===== src/rtl/pio_pkg.sv =====
package pio_pkg;
   typedef enum logic [1:0] {
      SEL_A_DATA = 2'b00,
      SEL_B_DATA = 2'b01,
      SEL_A_DIR  = 2'b10,
      SEL_B_DIR  = 2'b11
   } pio_sel_e;

   localparam int unsigned NPORT = 2;
endpackage


===== src/rtl/pio_addr_latch.sv =====
module pio_addr_latch
   import pio_pkg::*;
(
   input  logic     clk,
   input  logic     rst,
   input  logic     ale,
   input  logic [1:0] addr,
   input  logic     ce_hi,
   input  logic     ce_lo_n,
   input  logic     io_sel,
   output pio_sel_e sel_q,
   output logic     cs_q,
   output logic     io_q
);
   // capture follows the address phase; the last captured values are kept
   always_ff @(posedge clk) begin
      if (rst) begin
         sel_q <= SEL_A_DATA;
         cs_q  <= 1'b0;
         io_q  <= 1'b0;
      end else if (ale) begin
         sel_q <= pio_sel_e'(addr);
         cs_q  <= ce_hi & ~ce_lo_n;
         io_q  <= io_sel;
      end
   end
endmodule


===== src/rtl/pio_port.sv =====
module pio_port #(
   parameter int unsigned DW = 8
) (
   input  logic          clk,
   input  logic          rst,
   input  logic          wr_dat,
   input  logic          wr_dir,
   input  logic [DW-1:0] din,
   input  logic [DW-1:0] pin_in,
   output logic [DW-1:0] out_q,
   output logic [DW-1:0] dir_q,
   output logic [DW-1:0] rd_mix
);
   always_ff @(posedge clk) begin
      if (rst) begin
         out_q <= '0;
         dir_q <= '0;
      end else begin
         if (wr_dat) out_q <= din;
         if (wr_dir) dir_q <= din;
      end
   end

   // output bits read back the latch, input bits read the pin
   assign rd_mix = (pin_in & ~dir_q) | (out_q & dir_q);
endmodule


===== src/rtl/pio_read_mux.sv =====
module pio_read_mux
   import pio_pkg::*;
#(
   parameter int unsigned DW            = 8,
   parameter bit          MEM_READ_PATH = 1'b1
) (
   input  pio_sel_e      sel_q,
   input  logic          cs_q,
   input  logic          io_q,
   input  logic          ale,
   input  logic          io_rd_n,
   input  logic          mem_rd_n,
   input  logic [DW-1:0] mix [NPORT],
   input  logic [DW-1:0] dir [NPORT],
   output logic [DW-1:0] bus_out,
   output logic          bus_oe
);
   logic strobe;

   generate
      if (MEM_READ_PATH) begin : g_two_strobes
         assign strobe = ~io_rd_n | (~mem_rd_n & io_q);
      end else begin : g_io_strobe_only
         logic unused_mem;
         assign unused_mem = mem_rd_n ^ io_q;
         assign strobe = ~io_rd_n;
      end
   endgenerate

   assign bus_oe = cs_q & ~ale & strobe;

   always_comb begin
      unique case (sel_q)
         SEL_A_DATA: bus_out = mix[0];
         SEL_B_DATA: bus_out = mix[1];
         SEL_A_DIR:  bus_out = dir[0];
         SEL_B_DIR:  bus_out = dir[1];
         default:    bus_out = '0;
      endcase
   end
endmodule


===== src/rtl/mux_bus_pio.sv =====
module mux_bus_pio
   import pio_pkg::*;
#(
   parameter int unsigned DW            = 8,
   parameter bit          MEM_READ_PATH = 1'b1
) (
   input  logic          clk,
   input  logic          rst,
   input  logic          ale,
   input  logic          ce_hi,
   input  logic          ce_lo_n,
   input  logic          io_sel,
   input  logic          mem_rd_n,
   input  logic          io_rd_n,
   input  logic          io_wr_n,
   input  logic [DW-1:0] bus_in,
   output logic [DW-1:0] bus_out,
   output logic          bus_oe,
   input  logic [DW-1:0] pa_in,
   output logic [DW-1:0] pa_out,
   output logic [DW-1:0] pa_oe,
   input  logic [DW-1:0] pb_in,
   output logic [DW-1:0] pb_out,
   output logic [DW-1:0] pb_oe
);
   localparam int unsigned SELW = 2;

   generate
      if (DW < SELW) begin : g_bad_width
         $error("mux_bus_pio: DW must cover the register select bits");
      end
   endgenerate

   pio_sel_e      sel_q;
   logic          cs_q;
   logic          io_q;
   logic          wr_en;
   logic [DW-1:0] pin_in [NPORT];
   logic [DW-1:0] out_q  [NPORT];
   logic [DW-1:0] dir_q  [NPORT];
   logic [DW-1:0] mix    [NPORT];

   pio_addr_latch u_alat (
      .clk     (clk),
      .rst     (rst),
      .ale     (ale),
      .addr    (bus_in[SELW-1:0]),
      .ce_hi   (ce_hi),
      .ce_lo_n (ce_lo_n),
      .io_sel  (io_sel),
      .sel_q   (sel_q),
      .cs_q    (cs_q),
      .io_q    (io_q)
   );

   assign wr_en     = cs_q & ~ale & ~io_wr_n;
   assign pin_in[0] = pa_in;
   assign pin_in[1] = pb_in;

   for (genvar p = 0; p < NPORT; p++) begin : g_port
      localparam pio_sel_e DAT_SEL = (p == 0) ? SEL_A_DATA : SEL_B_DATA;
      localparam pio_sel_e DIR_SEL = (p == 0) ? SEL_A_DIR  : SEL_B_DIR;
      logic wr_dat;
      logic wr_dir;
      assign wr_dat = wr_en & (sel_q == DAT_SEL);
      assign wr_dir = wr_en & (sel_q == DIR_SEL);

      pio_port #(.DW(DW)) u_port (
         .clk    (clk),
         .rst    (rst),
         .wr_dat (wr_dat),
         .wr_dir (wr_dir),
         .din    (bus_in),
         .pin_in (pin_in[p]),
         .out_q  (out_q[p]),
         .dir_q  (dir_q[p]),
         .rd_mix (mix[p])
      );
   end

   pio_read_mux #(.DW(DW), .MEM_READ_PATH(MEM_READ_PATH)) u_rmux (
      .sel_q    (sel_q),
      .cs_q     (cs_q),
      .io_q     (io_q),
      .ale      (ale),
      .io_rd_n  (io_rd_n),
      .mem_rd_n (mem_rd_n),
      .mix      (mix),
      .dir      (dir_q),
      .bus_out  (bus_out),
      .bus_oe   (bus_oe)
   );

   assign pa_out = out_q[0];
   assign pa_oe  = dir_q[0];
   assign pb_out = out_q[1];
   assign pb_oe  = dir_q[1];
endmodule


===== config.mk =====
export PLATFORM = sky130hd
export DESIGN_NAME = mux_bus_pio
export DESIGN_NICKNAME = d
export VERILOG_FILES = /design/src/rtl/pio_pkg.sv /design/src/rtl/pio_addr_latch.sv /design/src/rtl/pio_port.sv /design/src/rtl/pio_read_mux.sv /design/src/rtl/mux_bus_pio.sv
export SDC_FILE = /design/constraint.sdc
export NUM_CORES = 1
export LEC_CHECK = 0
export BUFFER_PORTS_ARGS = -buffer_cell sky130_fd_sc_hd__clkbuf_2
export CAP_MARGIN = 0
export CORE_UTILIZATION = 50
export CTS_BUF_LIST = sky130_fd_sc_hd__clkbuf_2 sky130_fd_sc_hd__clkbuf_4 sky130_fd_sc_hd__clkbuf_8
export DETAILED_ROUTE_END_ITERATION = 10
export GPL_ROUTABILITY_DRIVEN = 0
export HOLD_SLACK_MARGIN = 0.02
export PLACE_DENSITY_LB_ADDON = 0.2
export RECOVER_POWER = 50
export SLEW_MARGIN = 20
export SYNTH_ARGS = -nofsm -noshare
export SYNTH_HDL_FRONTEND = slang
export SYNTH_SLANG_ARGS = --single-unit
export TNS_END_PERCENT = 50

===== constraint.sdc =====
create_clock -name clk -period 2.54 [get_ports clk]
set_clock_uncertainty 0.1 [all_clocks]
set_input_delay 0.508 -clock clk [delete_from_list [all_inputs] [get_ports clk]]
set_output_delay 0.508 -clock clk [all_outputs]
set_load 0.03 [all_outputs]

# Word-level counts from Yosys, hierarchy flattened
# Cells that the tools add are included.
# word_totals
inputBits,33
regBits,36
wordCells,35
output_inout_bits,41
# classes
mux,1
n_bitwise,23
eq_ne,3
reduce_logical,1
# ops
op,n
8-bit bitwise AND,4
8-bit case mux with 4 select lines,1
8-bit inverter,2
8-bit OR,2
1-bit bitwise AND,9
1-bit inverter,5
"2-bit == test, second input constant",2
"2-bit by 1-bit == test with 1-bit output, second input constant",1
2-bit zero test,1
1-bit OR,1

# Depth between registers and ports, before layout
# Gate-level depths: netlist (run 1).
# depth
ltp_word,4
depth_mapped,5
mapped_depth_nobuf,3

# Hierarchy
# From an unflattened synthesis (run 1), not the netlist that was laid out.
# unflattened
hier_cells,152
hier_area_um2,1751.7
# modules_own_cells
mod,seq_area_each_um2,area_per_inst_um2,cells_each,instances
pio_port,320.3,669.4,60,2
pio_read_mux,0.0,214.0,13,1
pio_addr_latch,80.1,148.9,14,1
mux_bus_pio,0.0,50.0,5,1

# Worst setup path after synthesis (run 1)
# No wires, ideal clock.
# synth_path
kind,register -> output
startpoint,register u_alat.sel_q[1]
endpoint,output port bus_out[1]
t_required_ps,1932
path_buffers,2
t_arrival_ps,1444
path_stages_with_launch,6
setup_slack_ps,488
path_cell_list,dfxtp_1 buf_6 buf_2 o21a_1 a21oi_1 o21ai_0
# synth_via
elab_chain_len,2
word_cells_on_any_way,5
classes_between,eq/ne (3); mux (1); reduce/logical (1)
# synth_lines
item,line_no,rtl
start: declaration,pio_addr_latch.sv:11,"output pio_sel_e sel_q,"
start signal: assignment,pio_addr_latch.sv:22,sel_q <= pio_sel_e'(addr);
"2-bit == test, or another cell as far along",pio_read_mux.sv:33,unique case (sel_q)
8-bit case mux with 4 select lines *,pio_read_mux.sv:33,
end: declaration,mux_bus_pio.sv:17,"output logic [DW-1:0] bus_out,"
# Every way passes the cells marked *; elsewhere a longest branch is shown, timed or not.

# Worst setup path after layout (run 1)
# layout_path
startpoint,register u_alat.sel_q[0]
endpoint,output port bus_out[0]
# The elaborated chain is that of the path after synthesis.

==> results of run 1 <==
-- where the power goes --
group	switching [mW]	internal [mW]
combinational	0.0826	0.0595
sequential	0.00671	0.569
clock	0.184	0.158
total	0.273	0.786
-- Yosys cell counts --
master | count | area, um2
nand2b_1 | 42 | 262.8
buf_6 | 1 | 11.26
clkbuf_1 | 5 | 18.77
dfxtp_1 | 36 | 720.7
o21a_1 | 16 | 120.1
o21ai_0 | 16 | 80.08
mux2i_1 | 34 | 340.3
buf_4 | 1 | 7.510
and3b_1 | 1 | 8.760
nand3b_1 | 1 | 7.510
nor3b_1 | 8 | 60.06
buf_2 | 3 | 15.01
nor3b_4 | 1 | 18.77
nor2_1 | 12 | 45.04
a21oi_1 | 11 | 55.05
and2_4 | 1 | 8.760
buf_12 | 1 | 20.02
nand2_2 | 3 | 18.77
nor2b_4 | 1 | 13.76
-- through the flow --
stage	instance area, um2	utilization	power, mW	setup slack [ps]
floorplan	1833	-	0.6832	487.5
global placement	2198	0.6436	0.7290	694.4
detailed placement	2198	0.6436	0.7310	682.8
CTS	2265	0.6630	1.070	278.7
global route	2231	0.6531	1.107	168.5
finish	2231	0.6531	1.060	300.0
-- worst register-to-register path, stage by stage, from the launching register on --
cell and delay (ps):
dfxtp_1 720, nor2b_4 300, nand2_2 210, mux2i_1 180
-- layout make-up --
type	count	area, um2
Clock buffer	8	66.31
Fill cell	348	1185
Multi-Input combinational cell	147	1040
Sequential cell	36	720.7
Tap cell	46	57.56
Timing Repair Buffer	75	346.6
-- flip-flops by register name, summed over array words and instances, names as in the netlist --
register,flops
g_port.u_port.dir_q,16
g_port.u_port.out_q,16
u_alat.sel_q,2
u_alat.io_q,1
u_alat.cs_q,1
-- routing by layer --
layer,GRT usage,share of wire,vias up
li1,-,-,813
met4,0.08721,0.017,0
met5,0,0,-
met1,0.2766,0.48,733
met3,0.04745,0.047,8
met2,0.3845,0.45,45
-- path summary, 6_finish.rpt --
kind / end / slack (ps) / depth (start not counted)
worst min-delay path: u_alat.io_q / 310 / 3
worst max register to register: g_port[1].u_port.out_q[3] / 920 / 3
worst min register to register: g_port[0].u_port.out_q[1] / 400 / 2
worst max-delay path: bus_out[0] / 300 / 3
-- kinds of logic after synthesis --
logic type	count (synthesis)	synth area share
flops	36	0.3932
buf+inv	11	0.03959
compound gates	43	0.1393
simple gates	70	0.2423
mux	34	0.1857
==> impl_results.md, run 1 <==
* Outcome: finished, final reports clean
* Setup TNS at 0 ps
* Syn Std Cell Area at 1833 um2
* Routed len/inst at 13.11 um
* CTS H-Tree Depth at 2
* HP Class: in2reg
* Nets@finish at 298
* Ant. Diodes at 0
* Initial antenna violation count at 0
* # setup viols final at 0
* Hold Path Origin: io_sel
* CTS tree: built
* Syn_nets at 227
* Max Clock Freq at 0.4464 GHz
* DPL Wire Length at 2749 um
* Port Buffers at 73
* Largest net degree at the start of global routing at 45
* Clock Pin Slew Worst Setup and Hold Paths at 100 ps
* Worst Setup SP: u_alat.sel_q[0]
* I/O pin cnt at 74
* Worst hold margin at 307.0 ps
* Reg-to-reg startpoint: u_alat.sel_q[0]
* RSZ-0062 raised after global routing: false
* Clock Tree Buf Depth at 2
* Worst-path cell chain: o21ai_0 > o21ai_0 > clkbuf_2
* Largest delay share family, worst path: flip-flops
* Yosys cell types at 19
* Measured slew at the worst slew-check pin at 1383 ps
* Core area at 3416 um2
* Most common library cell in the layout ignoring fill and taps: clkbuf_2
* Syn avg cell area at 9.448 um2
* Clk sink count at 36
* Period utilization at 0.8819
* Crit path capture type: output pin
* Synth Register Bits at 36
* Pleak at 1.023 nW
* Final cell count without fillers at 312
* Vias in the first global route at 1513
* Die Y at 62.55 um
* # rows at 21
* VDD IR max at 348.6 uV
* Kind of critical path: reg2out
* Post-Syn Instances at 194
* Via count at 1599
* Sequential area share after synthesis at 0.3932
* Synth-to-Final Area Change at 21.71%
* Slew HR at 0.07780
* Commonest cells after routing, fill and taps aside: 46 x clkbuf_2, 42 x nand2b_1, 36 x dfxtp_1
* Power Dens Cells at 475.1 nW/um2
* Final count of pins violating max slew at 0
* CP Launch Type: flop
* GRT Residual Overflow at 0
* CP max FO at 18
* First-pass GRT wire length at 6893 um
* Slowest cell on crit path: dfxtp_1
* Cell total after placement at 304
* All-Layer GR Usage at 0.2258
* Total Wirelength at 4090 um
* First-pass DRT Iterations at 4
* Width of the die at 62.55 um
* CTS Hold Bufs at 0
* CP required at 1930 ps
* Crit path top cell by count: o21ai_0
* Clk Latency, worst-skew pair at 340 ps
* CP peak stage delay at 720 ps
* Post-route DRC at 0
* Critical path buffer and inverter count at 1
* ANT nets after route at 0
* Syn. warnings at 0
* Crit path DAT at 1630 ps
* Final min period at 2240 ps
* Root buf cell: clkbuf_4
* MaxCap Viol Count at 0
* Starting Density at 0.5366
* Iteration-0 DRC Markers at 49
* # Post-CTS Setup Buffers at 0
* Via density at 5.125
* Final hold violation count at 0
* PostCTS Resize Cnt at 0
* Layout cells sized above 1 at 0.2331
* DIE AREA at 3912 um2
* Total CTS buffers at 5
Note: power is estimated with default switching activity, not from simulation.
==> run 2: changes to the inputs <==
==> constraint.sdc (replaced) <==
create_clock -name clk -period 2.85 [get_ports clk]
set_clock_uncertainty 0.1 [all_clocks]
set_input_delay 0.57 -clock clk [delete_from_list [all_inputs] [get_ports clk]]
set_output_delay 0.57 -clock clk [all_outputs]
set_load 0.05 [all_outputs]
==> impl_results.md, run 2 (synthesis results as in run 1) <==
* Worst Slack Setup Final at 417.7 ps (was 300.0 ps)
* RSZ-0062 raised after global routing: false (unchanged)
* Setup TNS at 0 ps (unchanged)
* Port Buffers at 73 (unchanged)
* Worst hold margin at 390.6 ps (was 307.0 ps)
* Measured slew at the worst slew-check pin at 1374 ps (was 1383 ps)
* Via density at 5.048 (was 5.125)
* # setup viols final at 0 (unchanged)
* Clock Pin Slew Worst Setup and Hold Paths at 110 ps (was 100 ps)
* CTS H-Tree Depth at 2 (unchanged)
* Largest net degree at the start of global routing at 45 (unchanged)
* Routed len/inst at 12.84 um (was 13.11 um)
* Vias in the first global route at 1489 (was 1513)
* DPL Wire Length at 2867 um (was 2749 um)
* R2R Path End: g_port[1].u_port.dir_q[5] (was g_port[1].u_port.out_q[3])
* GR met3 Demand/Resource at 0.04745 (unchanged)
* Total CTS buffers at 5 (unchanged)
* Pleak at 1.068 nW (was 1.023 nW)
* Slew HR at 0.08401 (was 0.07780)
* GR Util met2 at 0.3696 (was 0.3845)
* CP required at 2180 ps (was 1930 ps)
* First-pass GRT wire length at 6693 um (was 6893 um)
* GR Util met1 at 0.2625 (was 0.2766)
* Total Wirelength at 4007 um (was 4090 um)
* # Post-CTS Setup Buffers at 0 (unchanged)
* Power Dens Cells at 449.3 nW/um2 (was 475.1 nW/um2)
* Clk Latency, worst-skew pair at 330 ps (was 340 ps)
* Dpl ws at 797.0 ps (was 682.8 ps)
* Crit path capture type: output pin (unchanged)
* Initial antenna violation count at 0 (unchanged)
* I/O pin cnt at 74 (unchanged)
* Starting Density at 0.5366 (unchanged)
* Post-route DRC at 0 (unchanged)
* Width of the die at 62.55 um (unchanged)
* VDD IR max at 299.8 uV (was 348.6 uV)
* Die Y at 62.55 um (unchanged)
* CP Launch Type: flop (unchanged)
* Reg-to-reg startpoint: u_alat.sel_q[1] (was u_alat.sel_q[0])
* Via count at 1575 (was 1599)
* Root buf cell: clkbuf_4 (unchanged)
* First-pass DRT Iterations at 4 (unchanged)
* Max Clock Freq at 0.4111 GHz
* Cell total after placement at 304 (unchanged)
* Final min period at 2432 ps
* Post-route cell area at 2258 um2 (was 2231 um2)
* Most common library cell in the layout ignoring fill and taps: clkbuf_2 (unchanged)
* Reg2Reg Depth at 4 (was 3)
* Iteration-0 DRC Markers at 93 (was 49)
* PostCTS Resize Cnt at 0 (unchanged)
* HP Class: in2reg (unchanged)
* Final hold violation count at 0 (unchanged)
* Post-placement cell area at 2198 um2 (unchanged)
* # rows at 21 (unchanged)
* CP max FO at 14 (was 18)
* Ant. Diodes at 0 (unchanged)
* CTS Hold Bufs at 0 (unchanged)
* GRT Residual Overflow at 0 (unchanged)
* Outcome: finished, final reports clean (unchanged)
* MaxCap Viol Count at 0 (unchanged)
* All-Layer GR Usage at 0.2159 (was 0.2258)
* GR peak layer: met2 (unchanged)
* Crit path to: bus_out[5] (was bus_out[0])
* DIE AREA at 3912 um2 (unchanged)
* Final count of pins violating max slew at 0 (unchanged)
* Kind of critical path: reg2out (unchanged)
* Period utilization at 0.8534
* Worst R2R Setup Slack at 1210 ps (was 920 ps)
* Nets@finish at 298 (unchanged)
* CTS tree: built (unchanged)
* Crit path DAT at 1760 ps (was 1630 ps)
* Commonest cells after routing, fill and taps aside: 57 x clkbuf_2, 42 x nand2b_1, 36 x dfxtp_1 (was 46 x clkbuf_2, 42 x nand2b_1, 36 x dfxtp_1)
* Synth-to-Final Area Change at 23.21% (was 21.71%)
* Final cell count without fillers at 312 (unchanged)
* Clk sink count at 36 (unchanged)
* Largest registers: g_port.u_port.dir_q: 16 flops, g_port.u_port.out_q: 16 flops, u_alat.sel_q: 2 flops (unchanged)
* Clock Tree Buf Depth at 2 (unchanged)
* ANT nets after route at 0 (unchanged)
* Core area at 3416 um2 (unchanged)
* Worst Setup SP: u_alat.sel_q[1] (was u_alat.sel_q[0])
* Layout cells sized above 1 at 0.2744 (was 0.2331)
-- run 2: cell count changes in the layout (fill, tap and decap cells not counted), sizes merged --
| cell | before | now |
|---|---|---|
| bufinv | 0 | 1 |
| clkinv | 0 | 1 |
| clkbuf | 81 | 79 |
-- run 2: per-stage QoR --
stage | util | power (mW)
after floorplan | - | 0.6284
after global placement | 0.6436 | 0.6696
after detailed placement | 0.6436 | 0.6708
after CTS | 0.6670 | 1.023
after global routing | 0.6612 | 1.058
final | 0.6612 | 1.015
-- run 2: worst max-delay path, stage by stage, from the launching register on --
cell and delay [ps]:
dfxtp_1 520, buf_4 260, o21a_1 140, a21oi_1 30
o21ai_0 160, clkbuf_2 310
-- run 2: final cells by class --
type	count	area, um2
clock buffers	6	45.04
clock inverters	2	35.03
fillers	322	1157
multi-input cells	147	1040
flip-flops and latches	36	720.7
well taps	46	57.56
repair buffers	75	360.3
-- run 2: how the worst min path moves through the flow --
stage / from / slack [ps] / cells after the start / to
after floorplan: u_alat.io_q / 360 / 2 / u_alat.io_q
after global placement: g_port[0].u_port.out_q[0] / 380 / 2 / g_port[0].u_port.out_q[0]
after detailed placement: g_port[0].u_port.out_q[1] / 380 / 2 / g_port[0].u_port.out_q[1]
after CTS: io_sel / 390 / 3 / u_alat.io_q
after global routing: bus_in[0] / 390 / 3 / u_alat.sel_q[0]
final: io_sel / 390 / 3 / u_alat.io_q
-- run 2: metal layers --
metal,vias to the layer above,share of wire
met3,7,0.048
met1,711,0.48
met2,50,0.46
met5,-,0
met4,0,0.013
li1,807,-
-- run 2: power by group --
part | total (mW) | switching [mW] | internal [mW]
clock | 0.356 | 0.163 | 0.193
sequential | 0.515 | 0.00776 | 0.507
combinational | 0.144 | 0.0906 | 0.0530
total | 1.01 | 0.261 | 0.754
==> run 3: changes to the inputs <==
--- a/config.mk
+++ b/config.mk
@@ -14,6 +14,7 @@
 export HOLD_SLACK_MARGIN = 0.02
 export PLACE_DENSITY_LB_ADDON = 0.2
 export RECOVER_POWER = 50
+export REMOVE_ABC_BUFFERS = 1
 export SLEW_MARGIN = 20
 export SYNTH_ARGS = -nofsm -noshare
 export SYNTH_HDL_FRONTEND = slang
==> impl_results.md, run 3 (synthesis results as in run 1) <==
* # rows at 21 (unchanged)
* Initial antenna violation count at 0 (unchanged)
* Worst Slack Setup Final at 321.8 ps (was 417.7 ps)
* PostCTS Resize Cnt at 0 (unchanged)
* Reg2Reg Depth at 4 (unchanged)
* Final cell count without fillers at 312 (unchanged)
* R2R Path End: g_port[1].u_port.dir_q[1] (was g_port[1].u_port.dir_q[5])
* RSZ-0062 raised after global routing: false (unchanged)
* # setup viols final at 0 (unchanged)
* CTS Hold Bufs at 0 (unchanged)
* Period utilization at 0.8871 (was 0.8534)
* Clk sink count at 36 (unchanged)
* Commonest cells after routing, fill and taps aside: 47 x clkbuf_2, 42 x nand2b_1, 36 x dfxtp_1 (was 57 x clkbuf_2, 42 x nand2b_1, 36 x dfxtp_1)
* CP Launch Type: flop (unchanged)
* Kind of critical path: reg2out (unchanged)
* Root buf cell: clkbuf_4 (unchanged)
* Worst Setup SP: u_alat.sel_q[1] (unchanged)
* Slew HR at 0.1062 (was 0.08401)
* Most common library cell in the layout ignoring fill and taps: clkbuf_2 (unchanged)
* Core area at 3416 um2 (unchanged)
* Measured slew at the worst slew-check pin at 1341 ps (was 1374 ps)
* Width of the die at 62.55 um (unchanged)
* # Post-CTS Setup Buffers at 0 (unchanged)
* Reg-to-reg startpoint: u_alat.sel_q[1] (unchanged)
* ANT nets after route at 0 (unchanged)
* HP Class: in2reg (unchanged)
* First-pass DRT Iterations at 4 (unchanged)
* First-pass GRT wire length at 6789 um (was 6693 um)
* Max Clock Freq at 0.3955 GHz (was 0.4111 GHz)
* Worst R2R Setup Slack at 1120 ps (was 1210 ps)
* Via density at 4.984 (was 5.048)
* Pleak at 1.027 nW (was 1.068 nW)
* DPL Wire Length at 2794 um (was 2867 um)
* Starting Density at 0.5366 (unchanged)
* Ant. Diodes at 0 (unchanged)
* Crit path capture type: output pin (unchanged)
* CP max FO at 13 (was 14)
* CTS tree: built (unchanged)
* Via count at 1555 (was 1575)
* I/O pin cnt at 74 (unchanged)
* VDD IR max at 369.7 uV (was 299.8 uV)
* Vias in the first global route at 1538 (was 1489)
* Crit path to: bus_out[5] (unchanged)
* Clk Latency, worst-skew pair at 340 ps (was 330 ps)
* Final min period at 2528 ps (was 2432 ps)
* Power Total at 962.6 uW (was 1.015 mW)
* Cell total after placement at 304 (unchanged)
* Largest net degree at the start of global routing at 45 (unchanged)
* Outcome: finished, final reports clean (unchanged)
* MaxCap Viol Count at 0 (unchanged)
* Synth-to-Final Area Change at 21.77% (was 23.21%)
* Largest registers: g_port.u_port.dir_q: 16 flops, g_port.u_port.out_q: 16 flops, u_alat.sel_q: 2 flops (unchanged)
* Fill cells at 336 (was 322)
* CTS H-Tree Depth at 2 (unchanged)
* Multi-input logic area at 1040 um2 (unchanged)
* Nets@finish at 298 (unchanged)
* Total Wirelength at 4005 um (was 4007 um)
* Layout cells sized above 1 at 0.2368 (was 0.2744)
* CP required at 2180 ps (about the same)
* Clock Tree Buf Depth at 2 (unchanged)
* All-Layer GR Usage at 0.2195 (was 0.2159)
* Port Buffers at 73 (unchanged)
* Total CTS buffers at 5 (unchanged)
* Final count of pins violating max slew at 0 (unchanged)
* Power Dens Cells at 431.3 nW/um2 (was 449.3 nW/um2)
* Post-route DRC at 0 (unchanged)
* Crit path DAT at 1860 ps (was 1760 ps)
* Dpl ws at 695.8 ps (was 797.0 ps)
* GRT Residual Overflow at 0 (unchanged)
* Die Y at 62.55 um (unchanged)
* Routed len/inst at 12.84 um (about the same)
* Clock Pin Slew Worst Setup and Hold Paths at 100 ps (was 110 ps)
* Storage cell area at 720.7 um2 (unchanged)
* Iteration-0 DRC Markers at 67 (was 93)
* Final hold violation count at 0 (unchanged)
* DIE AREA at 3912 um2 (unchanged)
==> run 3: cell types whose count changed in the layout (fill, tap and decap cells not counted) <==
cell / change
bufinv_16: -1
clkbuf_1: +10
clkbuf_2: -10
clkbuf_4: +1
clkbuf_8: +1
clkinv_2: -1
==> run 3: worst min-delay path by stage <==
stage | from | endpoint | slack, ps | cells after the start
final | ce_hi | u_alat.cs_q | 370 | 3
after global routing | ce_hi | u_alat.cs_q | 370 | 3
after global placement | g_port[1].u_port.out_q[2] | g_port[1].u_port.out_q[2] | 380 | 2
after floorplan | u_alat.io_q | u_alat.io_q | 360 | 2
after detailed placement | g_port[0].u_port.out_q[1] | g_port[0].u_port.out_q[1] | 380 | 2
after CTS | ce_hi | u_alat.cs_q | 360 | 3
==> run 3: layout make-up <==
class,instances,share of cell area
clock buffers,8,0.02971
multi-input cells,147,0.4658
flip-flops and latches,36,0.3229
well taps,46,0.02578
repair buffers,75,0.1558
==> run 3: layer usage <==
layer / GRT usage / up-vias / wire length (um)
li1: - / 808 / -
met1: 0.2560 / 698 / 1925
met2: 0.3899 / 42 / 1839
met3: 0.04745 / 7 / 179
met4: 0.08140 / 0 / 59
met5: 0 / - / 0
==> run 3: critical path, cell delays in order (launching register included) <==
cell      delay [ps]
dfxtp_1          610
buf_4            280
o21a_1           150
a21oi_1           40
o21ai_0          140
clkbuf_2         300
==> run 3: stage by stage <==
stage          instance area, um2  setup TNS (ps)  hold slack, ps    util
2_1_floorplan                1760          -314.0           361.5       -
3_3_place_gp                 2198               0           377.9  0.6436
4_1_cts                      2265               0           357.9  0.6630
6_report                     2232               0           366.5  0.6535
5_1_grt                      2232               0           372.1  0.6535
3_5_place_dp                 2198               0           378.9  0.6436
==> run 3: power by group <==
part	switching (mW)	internal, mW
clock	0.163	0.141
combinational	0.0899	0.0529
sequential	0.00871	0.507
